File: src/rtl/vmon_pkg.sv
package vmon_pkg;
  // register addresses
  localparam int unsigned REG_CTRL = 0;
  localparam int unsigned REG_STAT = 1;

  // control register bit positions
  localparam int unsigned CTL_RST_EN  = 0;
  localparam int unsigned CTL_DET_IE  = 1;
  localparam int unsigned CTL_WARN_IE = 2;
  localparam int unsigned CTL_SEL_LSB = 4;

  // status register bit positions
  localparam int unsigned ST_DET  = 0;
  localparam int unsigned ST_WARN = 1;
  localparam int unsigned ST_SRC  = 2;

  // channel indices
  localparam int unsigned CH_DET  = 0;
  localparam int unsigned CH_WARN = 1;
  localparam int unsigned NUM_CH  = 2;
endpackage

File: src/rtl/vmon_sync.sv
module vmon_sync #(
  parameter int unsigned W      = 8,
  parameter int unsigned STAGES = 2
) (
  input  logic         clk,
  input  logic         rst,
  input  logic [W-1:0] d,
  output logic [W-1:0] q
);
  logic [STAGES-1:0] chain [W];

  for (genvar b = 0; b < W; b++) begin : g_bit
    always_ff @(posedge clk) begin
      if (rst) chain[b] <= '0;
      else     chain[b] <= {chain[b][STAGES-2:0], d[b]};
    end
    assign q[b] = chain[b][STAGES-1];
  end
endmodule

File: src/rtl/vmon_flag.sv
module vmon_flag (
  input  logic clk,
  input  logic rst,
  input  logic low,
  input  logic ack,
  output logic flag_d,
  output logic flag_q
);
  // a pending low condition overrides the acknowledge
  always_comb flag_d = low | (flag_q & ~ack);

  always_ff @(posedge clk) begin
    if (rst) flag_q <= 1'b0;
    else     flag_q <= flag_d;
  end

  p_low_sets_r2: assert property (@(posedge clk) disable iff (rst) low |=> flag_q);
  p_ack_clears_r3: assert property (@(posedge clk) disable iff (rst)
    (flag_q && ack && !low) |=> !flag_q);
  p_hold_r3: assert property (@(posedge clk) disable iff (rst)
    (flag_q && !ack) |=> flag_q);
endmodule

File: src/rtl/vmon_regs.sv
module vmon_regs
  import vmon_pkg::*;
#(
  parameter int unsigned DATA_W = 8,
  parameter int unsigned ADDR_W = 2,
  parameter int unsigned DSEL_W = 2,
  parameter int unsigned WSEL_W = 2
) (
  input  logic              clk,
  input  logic              rst,
  input  logic              wr_en,
  input  logic [ADDR_W-1:0] addr,
  input  logic [DATA_W-1:0] wdata,
  input  logic [NUM_CH-1:0] flags,
  input  logic              src_set,
  output logic [DATA_W-1:0] rdata,
  output logic              rst_en,
  output logic              det_ie,
  output logic              warn_ie,
  output logic [DSEL_W-1:0] det_sel,
  output logic [WSEL_W-1:0] warn_sel,
  output logic [NUM_CH-1:0] ack,
  output logic              rst_src
);
  localparam int unsigned WSEL_LSB = CTL_SEL_LSB + DSEL_W;

  logic              wr_ctrl, wr_stat, src_clr;
  logic [DATA_W-1:0] ctrl_view, stat_view;

  always_comb begin
    wr_ctrl = wr_en && (addr == ADDR_W'(REG_CTRL));
    wr_stat = wr_en && (addr == ADDR_W'(REG_STAT));
    ack[CH_DET]  = wr_stat & wdata[ST_DET];
    ack[CH_WARN] = wr_stat & wdata[ST_WARN];
    src_clr      = wr_stat & wdata[ST_SRC];
  end

  always_ff @(posedge clk) begin
    if (rst) begin
      rst_en   <= 1'b1;
      det_ie   <= 1'b0;
      warn_ie  <= 1'b0;
      det_sel  <= '0;
      warn_sel <= '0;
    end else if (wr_ctrl) begin
      rst_en   <= wdata[CTL_RST_EN];
      det_ie   <= wdata[CTL_DET_IE];
      warn_ie  <= wdata[CTL_WARN_IE];
      det_sel  <= wdata[CTL_SEL_LSB +: DSEL_W];
      warn_sel <= wdata[WSEL_LSB +: WSEL_W];
    end
  end

  always_ff @(posedge clk) begin
    if (rst)          rst_src <= 1'b1;
    else if (src_set) rst_src <= 1'b1;
    else if (src_clr) rst_src <= 1'b0;
  end

  always_comb begin
    ctrl_view = '0;
    ctrl_view[CTL_RST_EN]             = rst_en;
    ctrl_view[CTL_DET_IE]             = det_ie;
    ctrl_view[CTL_WARN_IE]            = warn_ie;
    ctrl_view[CTL_SEL_LSB +: DSEL_W]  = det_sel;
    ctrl_view[WSEL_LSB +: WSEL_W]     = warn_sel;
    stat_view = '0;
    stat_view[ST_DET]  = flags[CH_DET];
    stat_view[ST_WARN] = flags[CH_WARN];
    stat_view[ST_SRC]  = rst_src;
  end

  always_ff @(posedge clk) begin
    if (rst) rdata <= '0;
    else begin
      unique case (addr)
        ADDR_W'(REG_CTRL): rdata <= ctrl_view;
        ADDR_W'(REG_STAT): rdata <= stat_view;
        default:           rdata <= '0;
      endcase
    end
  end

  p_src_clear_r6: assert property (@(posedge clk) disable iff (rst)
    (src_clr && !src_set) |=> !rst_src);
  p_src_set_r6: assert property (@(posedge clk) disable iff (rst) src_set |=> rst_src);
  p_ctrl_stable_r10: assert property (@(posedge clk) disable iff (rst)
    !wr_ctrl |=> $stable(det_sel) && $stable(warn_sel) && $stable(rst_en));
endmodule

File: src/rtl/vmon_ctrl.sv
module vmon_ctrl
  import vmon_pkg::*;
#(
  parameter int unsigned DET_LVLS  = 4,
  parameter int unsigned WARN_LVLS = 4,
  parameter int unsigned DATA_W    = 8,
  parameter int unsigned ADDR_W    = 2
) (
  input  logic                 clk,
  input  logic                 por,
  input  logic [DET_LVLS-1:0]  det_cmp_low,
  input  logic [WARN_LVLS-1:0] warn_cmp_low,
  input  logic                 wr_en,
  input  logic [ADDR_W-1:0]    addr,
  input  logic [DATA_W-1:0]    wdata,
  output logic [DATA_W-1:0]    rdata,
  output logic                 det_irq,
  output logic                 warn_irq,
  output logic                 sys_rst_req
);
  localparam int unsigned DSEL_W = (DET_LVLS  > 1) ? $clog2(DET_LVLS)  : 1;
  localparam int unsigned WSEL_W = (WARN_LVLS > 1) ? $clog2(WARN_LVLS) : 1;
  localparam int unsigned CMP_W  = DET_LVLS + WARN_LVLS;

  logic [CMP_W-1:0]     cmp_s;
  logic [DET_LVLS-1:0]  det_s;
  logic [WARN_LVLS-1:0] warn_s;
  logic [NUM_CH-1:0]    low, ack, flag_d, flag_q;
  logic                 rst_en, det_ie, warn_ie, rst_src, rst_req_d;
  logic [DSEL_W-1:0]    det_sel;
  logic [WSEL_W-1:0]    warn_sel;

  vmon_sync #(.W(CMP_W), .STAGES(2)) u_sync (
    .clk (clk),
    .rst (por),
    .d   ({warn_cmp_low, det_cmp_low}),
    .q   (cmp_s)
  );

  always_comb begin
    det_s        = cmp_s[DET_LVLS-1:0];
    warn_s       = cmp_s[DET_LVLS +: WARN_LVLS];
    low[CH_DET]  = det_s[det_sel];
    low[CH_WARN] = warn_s[warn_sel];
  end

  for (genvar c = 0; c < NUM_CH; c++) begin : g_ch
    vmon_flag u_flag (
      .clk    (clk),
      .rst    (por),
      .low    (low[c]),
      .ack    (ack[c]),
      .flag_d (flag_d[c]),
      .flag_q (flag_q[c])
    );
  end

  // once raised, the request holds while the detect condition persists
  always_comb rst_req_d = low[CH_DET] & (rst_en | sys_rst_req);

  always_ff @(posedge clk) begin
    if (por) begin
      sys_rst_req <= 1'b0;
      det_irq     <= 1'b0;
      warn_irq    <= 1'b0;
    end else begin
      sys_rst_req <= rst_req_d;
      det_irq     <= flag_d[CH_DET] & det_ie & ~rst_en;
      warn_irq    <= flag_d[CH_WARN] & warn_ie;
    end
  end

  vmon_regs #(
    .DATA_W (DATA_W),
    .ADDR_W (ADDR_W),
    .DSEL_W (DSEL_W),
    .WSEL_W (WSEL_W)
  ) u_regs (
    .clk      (clk),
    .rst      (por),
    .wr_en    (wr_en),
    .addr     (addr),
    .wdata    (wdata),
    .flags    (flag_q),
    .src_set  (rst_req_d),
    .rdata    (rdata),
    .rst_en   (rst_en),
    .det_ie   (det_ie),
    .warn_ie  (warn_ie),
    .det_sel  (det_sel),
    .warn_sel (warn_sel),
    .ack      (ack),
    .rst_src  (rst_src)
  );

  p_rst_hold_r5: assert property (@(posedge clk) disable iff (por)
    (sys_rst_req && low[CH_DET]) |=> sys_rst_req);
  p_rst_release_r5: assert property (@(posedge clk) disable iff (por)
    !low[CH_DET] |=> !sys_rst_req);
  p_rst_src_r6: assert property (@(posedge clk) disable iff (por) sys_rst_req |-> rst_src);
  p_det_irq_flag_r7: assert property (@(posedge clk) disable iff (por) det_irq |-> flag_q[CH_DET]);
  p_det_irq_mode_r7: assert property (@(posedge clk) disable iff (por)
    $rose(det_irq) |-> $past(!rst_en));
  p_warn_irq_flag_r8: assert property (@(posedge clk) disable iff (por)
    warn_irq |-> flag_q[CH_WARN]);
endmodule

File: config.mk
export PLATFORM = sky130hd
export DESIGN_NAME = vmon_ctrl
export DESIGN_NICKNAME = d
export VERILOG_FILES = /design/src/rtl/vmon_pkg.sv /design/src/rtl/vmon_sync.sv /design/src/rtl/vmon_flag.sv /design/src/rtl/vmon_regs.sv /design/src/rtl/vmon_ctrl.sv
export SDC_FILE = /design/constraint.sdc
export NUM_CORES = 1
export LEC_CHECK = 0
export BUFFER_PORTS_ARGS = -buffer_cell sky130_fd_sc_hd__buf_2
export CORE_MARGIN = 10
export CORE_UTILIZATION = 53
export CTS_CLUSTER_SIZE = 10
export DETAILED_ROUTE_END_ITERATION = 7
export PLACE_DENSITY = 0.81
export SLEW_MARGIN = 20
export SYNTH_ARGS = -nofsm -noshare
export SYNTH_HDL_FRONTEND = slang
export SYNTH_SLANG_ARGS = --single-unit
File: constraint.sdc
create_clock -name clk -period 2.8 [get_ports clk]
set_input_delay 0.14 -clock clk [delete_from_list [all_inputs] [get_ports clk]]
set_output_delay 0.14 -clock clk [all_outputs]
set_load 0.01 [all_outputs]
[After elaboration in Yosys (flattened, before gate mapping)]
Memory sizes are Yosys's and may differ from the RTL's.
Cells that the tools add are included.
Widths: inputs -> output; s select.
Operators by class
  muxes and demuxes: 16
  equal/unequal tests: 1
  order comparisons: 2
  reduce and logical (&&, ||, !) cells: 4
  bitwise logic cells: 23
Operators with widths (number)
  $mux 2: 8
  $pmux 8 s2: 1
  $or 1x1->1: 11
  $and 1x1->1: 9
  $lt 2x3->1 const B: 2
  $mux 1: 5
  $bmux 1 s2: 2
  $not 1->1: 3
  $eq 2x1->1 const B: 1
  $logic_and 1x1->1: 2
  $logic_not 2->1: 1
  $reduce_or 2->1: 1
Storage, ports and cells
  memories: 1
  bits in writable memories: 16
  register bits after elaboration: 21
  logic and storage cells: 59
  output and inout bits: 11
Memory list
  u_sync.chain: words 8, width 2, read ports 8, clocked after Yosys merged registers in 0, write ports 8, RTL line vmon_sync.sv:10  | logic [STAGES-1:0] chain [W];

[Depth between registers and ports, before layout]
Gate-level depths: netlist of run 1.
  word-level depth: 8
  gate-level depth with buffers: 5
  mapped depth without buffers: 3

[Hierarchy]
A second synthesis of run 1 with hierarchy kept.
Unflattened totals
  cells, all modules: 126
  area total of the unflattened synthesis: 1405.1 sq um
Modules (own cells, without submodules)
  vmon_regs: instances 1, cells an instance 60, seq. area each 300.3 sq um, area each 620.6 sq um
  vmon_sync: instances 1, cells an instance 41, seq. area each 320.3 sq um, area each 524.3 sq um
  vmon_ctrl: instances 1, cells an instance 15, seq. area each 60.1 sq um, area each 160.2 sq um
  vmon_flag: instances 2, cells an instance 5, seq. area each 20.0 sq um, area each 50.0 sq um

[Least setup slack after synthesis of run 1]
Ideal clock, no wire load.
  path type: flip-flop to flip-flop
  start point: reg u_regs.warn_sel[0]
  end point: reg warn_irq
  period minus slack after synthesis: 1.201 ns
  library setup time: 0.131 ns
  stages on the path, launching flop included: 4
  data arrival time: 1.070 ns
  required time: 2.669 ns
  slack: 1.599 ns
  cells stage by stage: dfxtp_1 > mux4_1 > a21oi_1 > nor3b_1
Between the ends
  longest elaborated chain between the ends: 4
Ends and longest elaborated chain
  start: declaration: RTL line vmon_regs.sv:21  | output logic [WSEL_W-1:0] warn_sel,
  start signal: assignment: RTL line vmon_regs.sv:50  | warn_sel <= wdata[WSEL_LSB +: WSEL_W];
  $bmux 1 s2: RTL line vmon_ctrl.sv:44  | low[CH_WARN] = warn_s[warn_sel];
  $mux 1 (implied by the code): RTL line vmon_ctrl.sv:44
  $or 1x1->1: RTL line vmon_flag.sv:10  | always_comb flag_d = low | (flag_q & ~ack);
  $and 1x1->1: RTL line vmon_ctrl.sv:69  | warn_irq <= flag_d[CH_WARN] & warn_ie;
  end signal: assignment: RTL line vmon_ctrl.sv:69
  end: declaration: RTL line vmon_ctrl.sv:18  | output logic warn_irq,
No other way between the ends. The select of a mux whose other input is x is not followed.
A chain may end at the register's enable or synchronous reset.

[Worst setup path after layout of run 1]
  start point: reg u_regs.det_sel[0]
  end point: reg det_irq
Between the ends
  longest elaborated chain between the ends: 5
Ends and longest elaborated chain
  start: declaration: RTL line vmon_regs.sv:20  | output logic [DSEL_W-1:0] det_sel,
  start signal: assignment: RTL line vmon_regs.sv:49  | det_sel <= wdata[CTL_SEL_LSB +: DSEL_W];
  $bmux 1 s2: RTL line vmon_ctrl.sv:43  | low[CH_DET] = det_s[det_sel];
  $mux 1 (implied by the code): RTL line vmon_ctrl.sv:43
  $or 1x1->1: RTL line vmon_flag.sv:10
  $and 1x1->1 (2 in a row): RTL line vmon_ctrl.sv:68  | det_irq <= flag_d[CH_DET] & det_ie & ~rst_en;
  end signal: assignment: RTL line vmon_ctrl.sv:68
  end: declaration: RTL line vmon_ctrl.sv:17  | output logic det_irq,
No other way between the ends. The select of a mux whose other input is x is not followed.

==> results of run 1 <==
==> layout make-up <==
cell class | count | area, um^2 | area share, %
Clock buffer | 6 | 41.29 | 3.003
Clock inverter | 1 | 5.005 | 0.3640
Multi-Input combinational cell | 58 | 417.9 | 30.39
Sequential cell | 36 | 720.7 | 52.41
Tap cell | 28 | 35.03 | 2.548
Timing Repair Buffer | 30 | 155.1 | 11.28
==> cell families (layout without fill, tap and decap cells) <==
| group | after synthesis | after routing | synth area share, % |
|---|---|---|---|
| DFF | 36 | 36 | 61.08 |
| and+or+nand+nor | 41 | 41 | 20.89 |
| other | 1 | 1 | 0.3178 |
| AOI/OAI and AO/OA | 5 | 5 | 2.438 |
| muxes | 11 | 11 | 11.77 |
| buffers and inverters | 6 | 37 | 3.500 |
==> routing by layer <==
| layer | GRT usage [%] | vias up |
|---|---|---|
| li1 | - | 391 |
| met1 | 9.153 | 342 |
| met2 | 16.94 | 31 |
| met3 | 4.959 | 8 |
| met4 | 7.692 | 0 |
| met5 | 0 | - |
==> registers in the layout (all words and copies together), names as in the netlist <==
register            count
u_sync.chain           16
u_regs.rdata            7
g_ch.u_flag.flag_q      2
u_regs.det_sel          2
u_regs.warn_sel         2
det_irq                 1
sys_rst_req             1
u_regs.det_ie           1
u_regs.rst_en           1
u_regs.rst_src          1
u_regs.warn_ie          1
warn_irq                1
==> cell usage in the layout (no fill, tap or decap), types with 3 or more instances in the layout <==
master	Yosys	routed
buf_2	0	29
clkbuf_4	0	5
mux2i_1	9	9
dfxtp_1	36	36
nor2b_1	16	16
nor3_1	4	4
nor2_1	9	9
and2_1	4	4
nand4b_1	3	3
a21oi_1	3	3
==> worst max-delay path, cell delays in order, from the launching register on <==
cell and delay [ps]:
dfxtp_1 370, mux4_2 530, a21oi_1 170, nor4b_1 80
==> worst paths after layout <==
check,endpoint,start,cells after the start
worst min register to register,u_sync.chain[1][5],u_sync.chain[1][4],1
worst min-delay path,u_sync.chain[0][6],det_cmp_low[3],2
worst max register to register,det_irq,u_regs.det_sel[0],3
worst max-delay path,det_irq,u_regs.det_sel[0],3
==> what timing repair did <==
item,CTS,global route
setup endpoints to repair,0,0
hold buffers,1,0
endpoints found under the hold margin,1,0
==> power groups by stage <==
stage	Combinational, uW	Clock, uW	Sequential (uW)
2_1_floorplan	38.2	0	549
3_3_place_gp	56.9	0	549
3_5_place_dp	59.3	0	550
4_1_cts	60.5	251	538
5_1_grt	67.3	272	540
6_report	59.5	243	537
==> stage by stage <==
step | setup WS (ps) | area (um^2) | total power [uW]
5_1_grt | 1370 | 1375 | 879.2
3_5_place_dp | 1296 | 1319 | 609.0
3_3_place_gp | 1336 | 1319 | 605.5
4_1_cts | 1497 | 1375 | 849.4
2_1_floorplan | 1599 | 1180 | 587.3
6_report | 1499 | 1375 | 839.7
==> flow_summary.json, run 1 <==
{
  "clock-sinks": 36,
  "tns_ps": 0,
  "crit_path_start_kind": "register",
  "dieHeight_um": 67.18,
  "yosysWarnings": 0,
  "wl_met1_um": 786,
  "area_growth_pct": 16.54,
  "power_density_nw_per_um2": 610.7,
  "fin_hold_ws_ps": 10.23,
  "cts.path.max_buffers": 2,
  "die_area_um2": 4513,
  "post_cts_buffers": 0,
  "ctsHtreeMaxLevel": 2,
  "p_switching_uw": 185.8,
  "synth_cell_types": 21,
  "cts_root_buf": "clkbuf_4",
  "route.detailed.drc": 0,
  "relSlewSlack_pct": 46.61,
  "layout.nets": 152,
  "clk_latency_ps": 330,
  "internal_power_uw": 653.9,
  "io_pins": 32,
  "synth_area_leaders": "dfxtp_1 61%, nor2b_1 8.5%, mux2i_1 7.6%",
  "finalSetupViolCount": 0,
  "met3WireLength_um": 239,
  "maxUsedRoutingLayer": "met4",
  "period_needed_ps": 1301,
  "fin_skew_ps": 12.01,
  "switching_share_pct": 22.12,
  "tritoncts": "yes",
  "vias_per_cell": 4.855,
  "n_antenna_cell": 0,
  "seq_area_frac_synth_pct": 61.08,
  "syn_area_um2": 1180,
  "core_area_um2": 2170,
  "fp.dieW_um": 67.18,
  "fmax_mhz": 768.6,
  "yosys-top-cells-count": "36 x dfxtp_1, 16 x nor2b_1, 9 x mux2i_1, 9 x nor2_1",
  "crit_required_ps": 2990,
  "post_cts_resize_count": 0,
  "ant_nets": 0,
  "drv_slew": 0,
  "power_leakage_uw": 0.0005939,
  "syn_inst": 100,
  "first_pass_iters": 4,
  "fin_util_pct": 63.38,
  "grt_overflow": 0,
  "ir_worst_vdd_v": 0.0004293,
  "drt_iter0_markers": 43,
  "synth_seq_cells": 36,
  "ys.flop_type": "dfxtp_1",
  "route.met2.wl_um": 938,
  "numCtsBuffers": 5,
  "route.detailed.wl_per_inst_um": 12.77,
  "clockPowerShare_pct": 28.9,
  "critPathArrivalTime_ps": 1490,
  "hold_violations": 0,
  "routed_wl_um": 2030,
  "worstSetupEndpointType": "register",
  "instances_no_fill": 159,
  "path_class": "register to register",
  "async_flop_share_pct": 0,
  "fill_cells": 211,
  "reg2reg_slack_ps": 1500,
  "hp-class": "primary input to register",
  "finalCritPeriodShare_pct": 46.47,
  "grt_max_degree": 34,
  "tightest_slew_ps": 797.3,
  "crit_fanout": 3,
  "grt_pass1_vias": 847,
  "start_util_pct": 54.38,
  "synth_edf_count": 0,
  "io_buffers": 29,
  "vias": 772,
  "std_cell_rows": 17,
  "p_comb_share_pct": 7.1,
  "p_seq_share_pct": 64.0,
  "rsz0062_at_grt": "false",
  "status": "finished, final reports clean",
  "synth.avg_cell_area_um2": 11.80,
  "yosysMostFrequentCell": "dfxtp_1",
  "place_inst": 151,
  "grt_pass1_wl_um": 3394,
  "path_clk_slew_ps": 100,
  "syn-num-nets": 121,
  "drive_above_1_share_pct": 29.01,
  "drv_cap": 0,
  "antenna_found_initial": 0,
  "gp_congestion": 0.6971,
  "grt_usage_pct": 10.05,
  "synth.largest_area_cell": "dfxtp_1",
  "synth_top_area_share_pct": 61.08
}
No activity file was read; power rests on OpenSTA's default activity.
==> run 2: changes to the inputs <==
--- a/config.mk
+++ b/config.mk
@@ -7,10 +7,10 @@
 export LEC_CHECK = 0
 export BUFFER_PORTS_ARGS = -buffer_cell sky130_fd_sc_hd__buf_2
 export CORE_MARGIN = 10
-export CORE_UTILIZATION = 53
+export CORE_UTILIZATION = 49
 export CTS_CLUSTER_SIZE = 10
 export DETAILED_ROUTE_END_ITERATION = 7
-export PLACE_DENSITY = 0.81
+export PLACE_DENSITY = 0.75
 export SLEW_MARGIN = 20
 export SYNTH_ARGS = -nofsm -noshare
 export SYNTH_HDL_FRONTEND = slang
==> constraint.sdc (replaced) <==
create_clock -name clk -period 1.2 [get_ports clk]
set_input_delay 0.06 -clock clk [delete_from_list [all_inputs] [get_ports clk]]
set_output_delay 0.06 -clock clk [all_outputs]
set_load 0.01 [all_outputs]
==> run 2 against run 1 <==
  * The flow now finishes with violations (negative setup slack)
  * Cell area is 17% higher
  * Clock power rose to 2.7 times the previous value
  * Sequential power is 130% higher
  * Clock skew fell by 4.6 ps
  * Worst hold slack improved by 30 ps
  * Die area up 5.7%
  * Maximum frequency is 6.1% higher
==> flow_summary.json, run 2 (synthesized netlist as in run 1, its figures left out) <==
{
  "status": "complete, but fails checks",
  "violations": "negative setup slack",
  "grt_overflow": 0,
  "vias_per_cell": 4.652,
  "dp_hpwl_um": 1603,
  "antenna_found_initial": 0,
  "clock-sinks": 36,
  "whs_endpoint": "g_ch[0].u_flag.flag_q",
  "drv_slew": 0,
  "cp_cell_sequence": "mux4_2 > a21oi_4 > nor4b_2",
  "max_stage_delay_ps": 540,
  "grt_max_degree": 22,
  "r2r-start": "u_regs.det_sel[0]",
  "finalCritPeriodShare_pct": 102.2,
  "n_antenna_cell": 0,
  "hold_violations": 0,
  "std_cell_rows": 17,
  "numCtsBuffers": 5,
  "dieHeight_um": 69.07,
  "drt_iter0_markers": 14,
  "cp_slowest_cell": "mux4_2",
  "grt_pass1_wl_um": 4029,
  "first_pass_iters": 4,
  "power_leakage_uw": 0.0006961,
  "cts.path.max_buffers": 2,
  "die_area_um2": 4771,
  "path_class": "register to register",
  "tritoncts": "yes",
  "final_cell_mix": "34 x dfxtp_1, 29 x buf_2, 16 x nor2b_1, 16 x dlygate4sd3_1",
  "grt_usage_pct": 10.37,
  "drv_cap": 0,
  "hold_path_depth": 2,
  "worstSetupEndpointType": "register",
  "tns_ps": -47.53,
  "io_pins": 32,
  "final_area_um2": 1605,
  "ant_nets": 0,
  "place_area_um2": 1368,
  "reg2reg_depth": 3,
  "gp_congestion": 0.7556,
  "io_buffers": 29,
  "hp-start": "por",
  "fp.dieW_um": 69.07,
  "cts_root_buf": "clkbuf_4",
  "fin_util_pct": 71.20,
  "fin_skew_ps": 7.455,
  "path_clk_slew_ps": 100,
  "clk_latency_ps": 330,
  "critPathArrivalTime_ps": 1440,
  "crit_fanout": 2,
  "post_cts_buffers": 0,
  "largest_register": "u_sync.chain",
  "drive_above_1_share_pct": 33.99,
  "reg_top3": "u_sync.chain (16), u_regs.rdata (7)",
  "start_util_pct": 52.33,
  "rsz0062_at_grt": "true",
  "power_density_nw_per_um2": 1308,
  "area_growth_pct": 36.06,
  "crit_path_start_kind": "register",
  "critPathTopFamily": "multiplexers",
  "vias": 842,
  "routed_wl_um": 2370,
  "finalSetupViolCount": 3,
  "grt_pass1_vias": 901,
  "fmax_mhz": 815.1,
  "core_area_um2": 2255,
  "ctsHtreeMaxLevel": 2,
  "route.detailed.drc": 0,
  "setup_ws_ps": -26.86,
  "crit_required_ps": 1420,
  "path_buf_inv": 0,
  "hp-class": "primary input to register",
  "period_needed_ps": 1227,
  "largest_reg_flops": 16,
  "ir_worst_vdd_v": 0.0009647,
  "layout_commonest_cell": "dfxtp_1",
  "reg2reg_slack_ps": -30,
  "layout.nets": 173,
  "fill_cells": 187,
  "route.detailed.wl_per_inst_um": 13.09,
  "r2r-end": "det_irq"
}
-- run 2: cell count changes in the layout (fill, tap and decap cells not counted), sizes merged --
cell,delta
clkinv,+1
dlygate4sd3,+15
buf,+6
-- run 2: repair_timing --
action | in CTS | in global routing
resized for setup | 4 | 2
endpoints found under the setup margin | 4 | 5
endpoints found under the hold margin | 18 | 0
hold buffers | 16 | 0
cloned | 0 | 0
pin swaps | 0 | 1
-- run 2: layer usage --
layer  vias to the layer above  GRT usage (%)  share of wire, %
met5                         -              0                 0
met4                         0          4.656               1.7
met3                         7          6.134               8.4
met2                        25          18.85                50
met1                       378          8.760                40
li1                        432              -                 -
-- run 2: power breakdown --
group | total [uW] | switching, uW | internal, uW | leakage, uW
sequential | 1260 | 17.3 | 1240 | 0.000296
clock | 646 | 367 | 279 | 0.0000380
combinational | 198 | 81.0 | 117 | 0.000362
-- run 2: worst max path at each step --
| stage | startpoint | endpoint | slack, ps | depth (start not counted) |
|---|---|---|---|---|
| floorplan | u_regs.warn_sel[0] | warn_irq | 10 | 3 |
| global placement | u_regs.warn_sel[0] | warn_irq | 8 | 3 |
| detailed placement | u_regs.warn_sel[0] | warn_irq | -40 | 3 |
| CTS | u_regs.det_sel[0] | det_irq | 10 | 3 |
| global route | u_regs.det_sel[0] | det_irq | -60 | 3 |
| finish | u_regs.det_sel[0] | det_irq | -30 | 3 |
-- run 2: cell type report --
type	instances	area (um^2)	area share [%]
Multi-Input combinational cell	58	435.4	27.12
Clock buffer	6	51.30	3.196
Timing Repair Buffer	51	350.3	21.82
Sequential cell	36	723.2	45.05
Clock inverter	2	10.01	0.6235
Tap cell	28	35.03	2.182
-- run 2: metrics by stage --
step | setup slack, ps | instances | total power [uW] | hold slack [ps]
floorplan | 10.13 | 100 | 1372 | 131.6
global placement | 7.683 | 157 | 1427 | 267.4
detailed placement | -41.98 | 157 | 1434 | 272.9
CTS | 13.19 | 181 | 2115 | 42.07
global route | -60.63 | 181 | 2216 | 29.22
finish | -26.86 | 181 | 2100 | 40.20
==> run 3: changes to the inputs <==
--- a/config.mk
+++ b/config.mk
@@ -7,10 +7,10 @@
 export LEC_CHECK = 0
 export BUFFER_PORTS_ARGS = -buffer_cell sky130_fd_sc_hd__buf_2
 export CORE_MARGIN = 10
-export CORE_UTILIZATION = 49
+export CORE_UTILIZATION = 53
 export CTS_CLUSTER_SIZE = 10
 export DETAILED_ROUTE_END_ITERATION = 7
-export PLACE_DENSITY = 0.75
+export PLACE_DENSITY = 0.81
 export SLEW_MARGIN = 20
 export SYNTH_ARGS = -nofsm -noshare
 export SYNTH_HDL_FRONTEND = slang
==> constraint.sdc (replaced) <==
create_clock -name clk -period 1.55 [get_ports clk]
set_input_delay 0.0775 -clock clk [delete_from_list [all_inputs] [get_ports clk]]
set_output_delay 0.0775 -clock clk [all_outputs]
set_load 0.01 [all_outputs]
==> run 3 against run 2 <==
  * Largest power group unchanged
  * The run now ends clean
  * Clock skew down 3.1 ps
  * First-iteration DRC count rose to 4.1 times the previous value
  * Worst setup slack improved by 290 ps
  * Non-clock buffer count shrank 6
==> flow_summary.json, run 3 (synthesized netlist as in run 1, its figures left out) <==
{
  "cts_root_buf": "clkbuf_4",
  "tritoncts": "yes",
  "p_comb_share_pct": 8.4,
  "path_clk_slew_ps": 100,
  "cp_slowest_cell": "mux4_1",
  "setup_ws_ps": 261.0,
  "cp_cell_sequence": "mux4_1 > a21oi_1 > nor3b_1",
  "vias_per_cell": 4.629,
  "vias": 810,
  "period_needed_ps": 1289,
  "drive_above_1_share_pct": 28.57,
  "grt_pass1_vias": 838,
  "max_stage_delay_ps": 550,
  "hp-start": "wdata[1]",
  "cts.path.max_buffers": 2,
  "final_cell_mix": "36 x dfxtp_1, 29 x buf_2, 16 x nor2b_1",
  "power_leakage_uw": 0.0006682,
  "critPathArrivalTime_ps": 1490,
  "worstSetupEndpointType": "register",
  "post_cts_resize_count": 0,
  "finalSetupViolCount": 0,
  "layout.nets": 167,
  "std_cell_rows": 17,
  "finalCritPeriodShare_pct": 83.16,
  "layout_commonest_cell": "dfxtp_1",
  "die_area_um2": 4513,
  "start_util_pct": 54.38,
  "place_area_um2": 1334,
  "dieHeight_um": 67.18,
  "post_cts_buffers": 0,
  "first_pass_iters": 4,
  "ir_worst_vdd_v": 0.0007448,
  "internal_power_uw": 1254,
  "n_antenna_cell": 0,
  "final_area_um2": 1535,
  "p_switching_uw": 353.9,
  "r2r-start": "u_regs.warn_sel[0]",
  "hold_violations": 0,
  "antenna_found_initial": 0,
  "crit_path_start_kind": "register",
  "ant_nets": 0,
  "drv_slew": 0,
  "reg2reg_slack_ps": 260,
  "hp-class": "primary input to register",
  "clockPowerShare_pct": 31.2,
  "pre_cts_slack_ps": 276.7,
  "ctsHtreeMaxLevel": 2,
  "io_buffers": 29,
  "io_pins": 32,
  "fp.dieW_um": 67.18,
  "crit_fanout": 3,
  "grt_pass1_wl_um": 3601,
  "status": "finished, final reports clean",
  "routed_wl_um": 2152,
  "switching_share_pct": 22.01,
  "core_area_um2": 2170,
  "tns_ps": 0,
  "largest_register": "u_sync.chain",
  "route.detailed.drc": 0,
  "clock-sinks": 36,
  "grt_max_degree": 23,
  "fin_skew_ps": 4.327,
  "crit_required_ps": 1760,
  "hold_path_depth": 3,
  "numCtsBuffers": 5,
  "clk_latency_ps": 330,
  "path_class": "register to register",
  "fmax_mhz": 775.8,
  "gp_congestion": 0.7120,
  "reg_top3": "u_sync.chain (16), u_regs.rdata (7)",
  "drv_cap": 0,
  "dp_hpwl_um": 1551,
  "drt_iter0_markers": 57,
  "whs_endpoint": "u_regs.det_ie",
  "r2r-end": "warn_irq",
  "p_seq_share_pct": 60.4,
  "largest_reg_flops": 16,
  "rsz0062_at_grt": "false",
  "area_growth_pct": 30.12,
  "power_density_nw_per_um2": 1048,
  "grt_usage_pct": 10.60,
  "route.detailed.wl_per_inst_um": 12.30,
  "grt_overflow": 0,
  "reg2reg_depth": 3
}
-- run 3: worst max-delay path by stage --
stage | from | endpoint | slack, ps | cells past startpoint
2_1_floorplan | u_regs.warn_sel[0] | warn_irq | 350 | 3
3_3_place_gp | u_regs.warn_sel[0] | warn_irq | 300 | 3
3_5_place_dp | u_regs.warn_sel[0] | warn_irq | 280 | 3
4_1_cts | u_regs.warn_sel[0] | warn_irq | 250 | 3
5_1_grt | u_regs.det_sel[0] | g_ch[0].u_flag.flag_q | 180 | 3
6_report | u_regs.warn_sel[0] | warn_irq | 260 | 3
-- run 3: power groups by stage --
stage               clock, uW  combinational, uW  sequential [uW]
floorplan                   0               69.1              992
CTS                       518                137              972
global route              578                152              976
global placement            0                106              991
finish                    501                136              971
detailed placement          0                110              993
-- run 3: repair_timing --
item / in CTS / in global routing
setup endpoints to repair: 0 / 0
hold buffers: 14 / 0
hold endpoints to repair: 14 / 0
-- run 3: per-stage QoR --
| step | cells | hold slack, ps | utilization (%) | total power (uW) |
|---|---|---|---|---|
| floorplan | 100 | 149.1 | - | 1061 |
| global placement | 153 | 284.8 | 61.48 | 1097 |
| detailed placement | 153 | 289.2 | 61.48 | 1104 |
| CTS | 175 | 0.9870 | 70.76 | 1626 |
| global route | 175 | 0.4471 | 70.76 | 1706 |
| finish | 175 | 10.49 | 70.76 | 1608 |
-- run 3: per-layer routing --
layer,GRT usage [%],vias up,routed length (um)
li1,-,421,-
met1,10.14,355,837
met2,17.18,28,1033
met3,6.116,6,238
met4,6.923,0,43
met5,0,-,0
-- run 3: cell type report --
cell class	instances	area, um^2
clock buffer	6	51.30
fill	181	634.4
tap	28	35.03
multi-input combinational	58	417.9
timing repair buffer	45	300.3
sequential	36	720.7
clock inverter	2	10.01
-- run 3: critical path, delay by kind of cell (launching register included) --
family / cells / cell delay (ps)
muxes: 1 / 550
DFF: 1 / 370
AOI/OAI and AO/OA: 1 / 180
and+or+nand+nor: 1 / 70
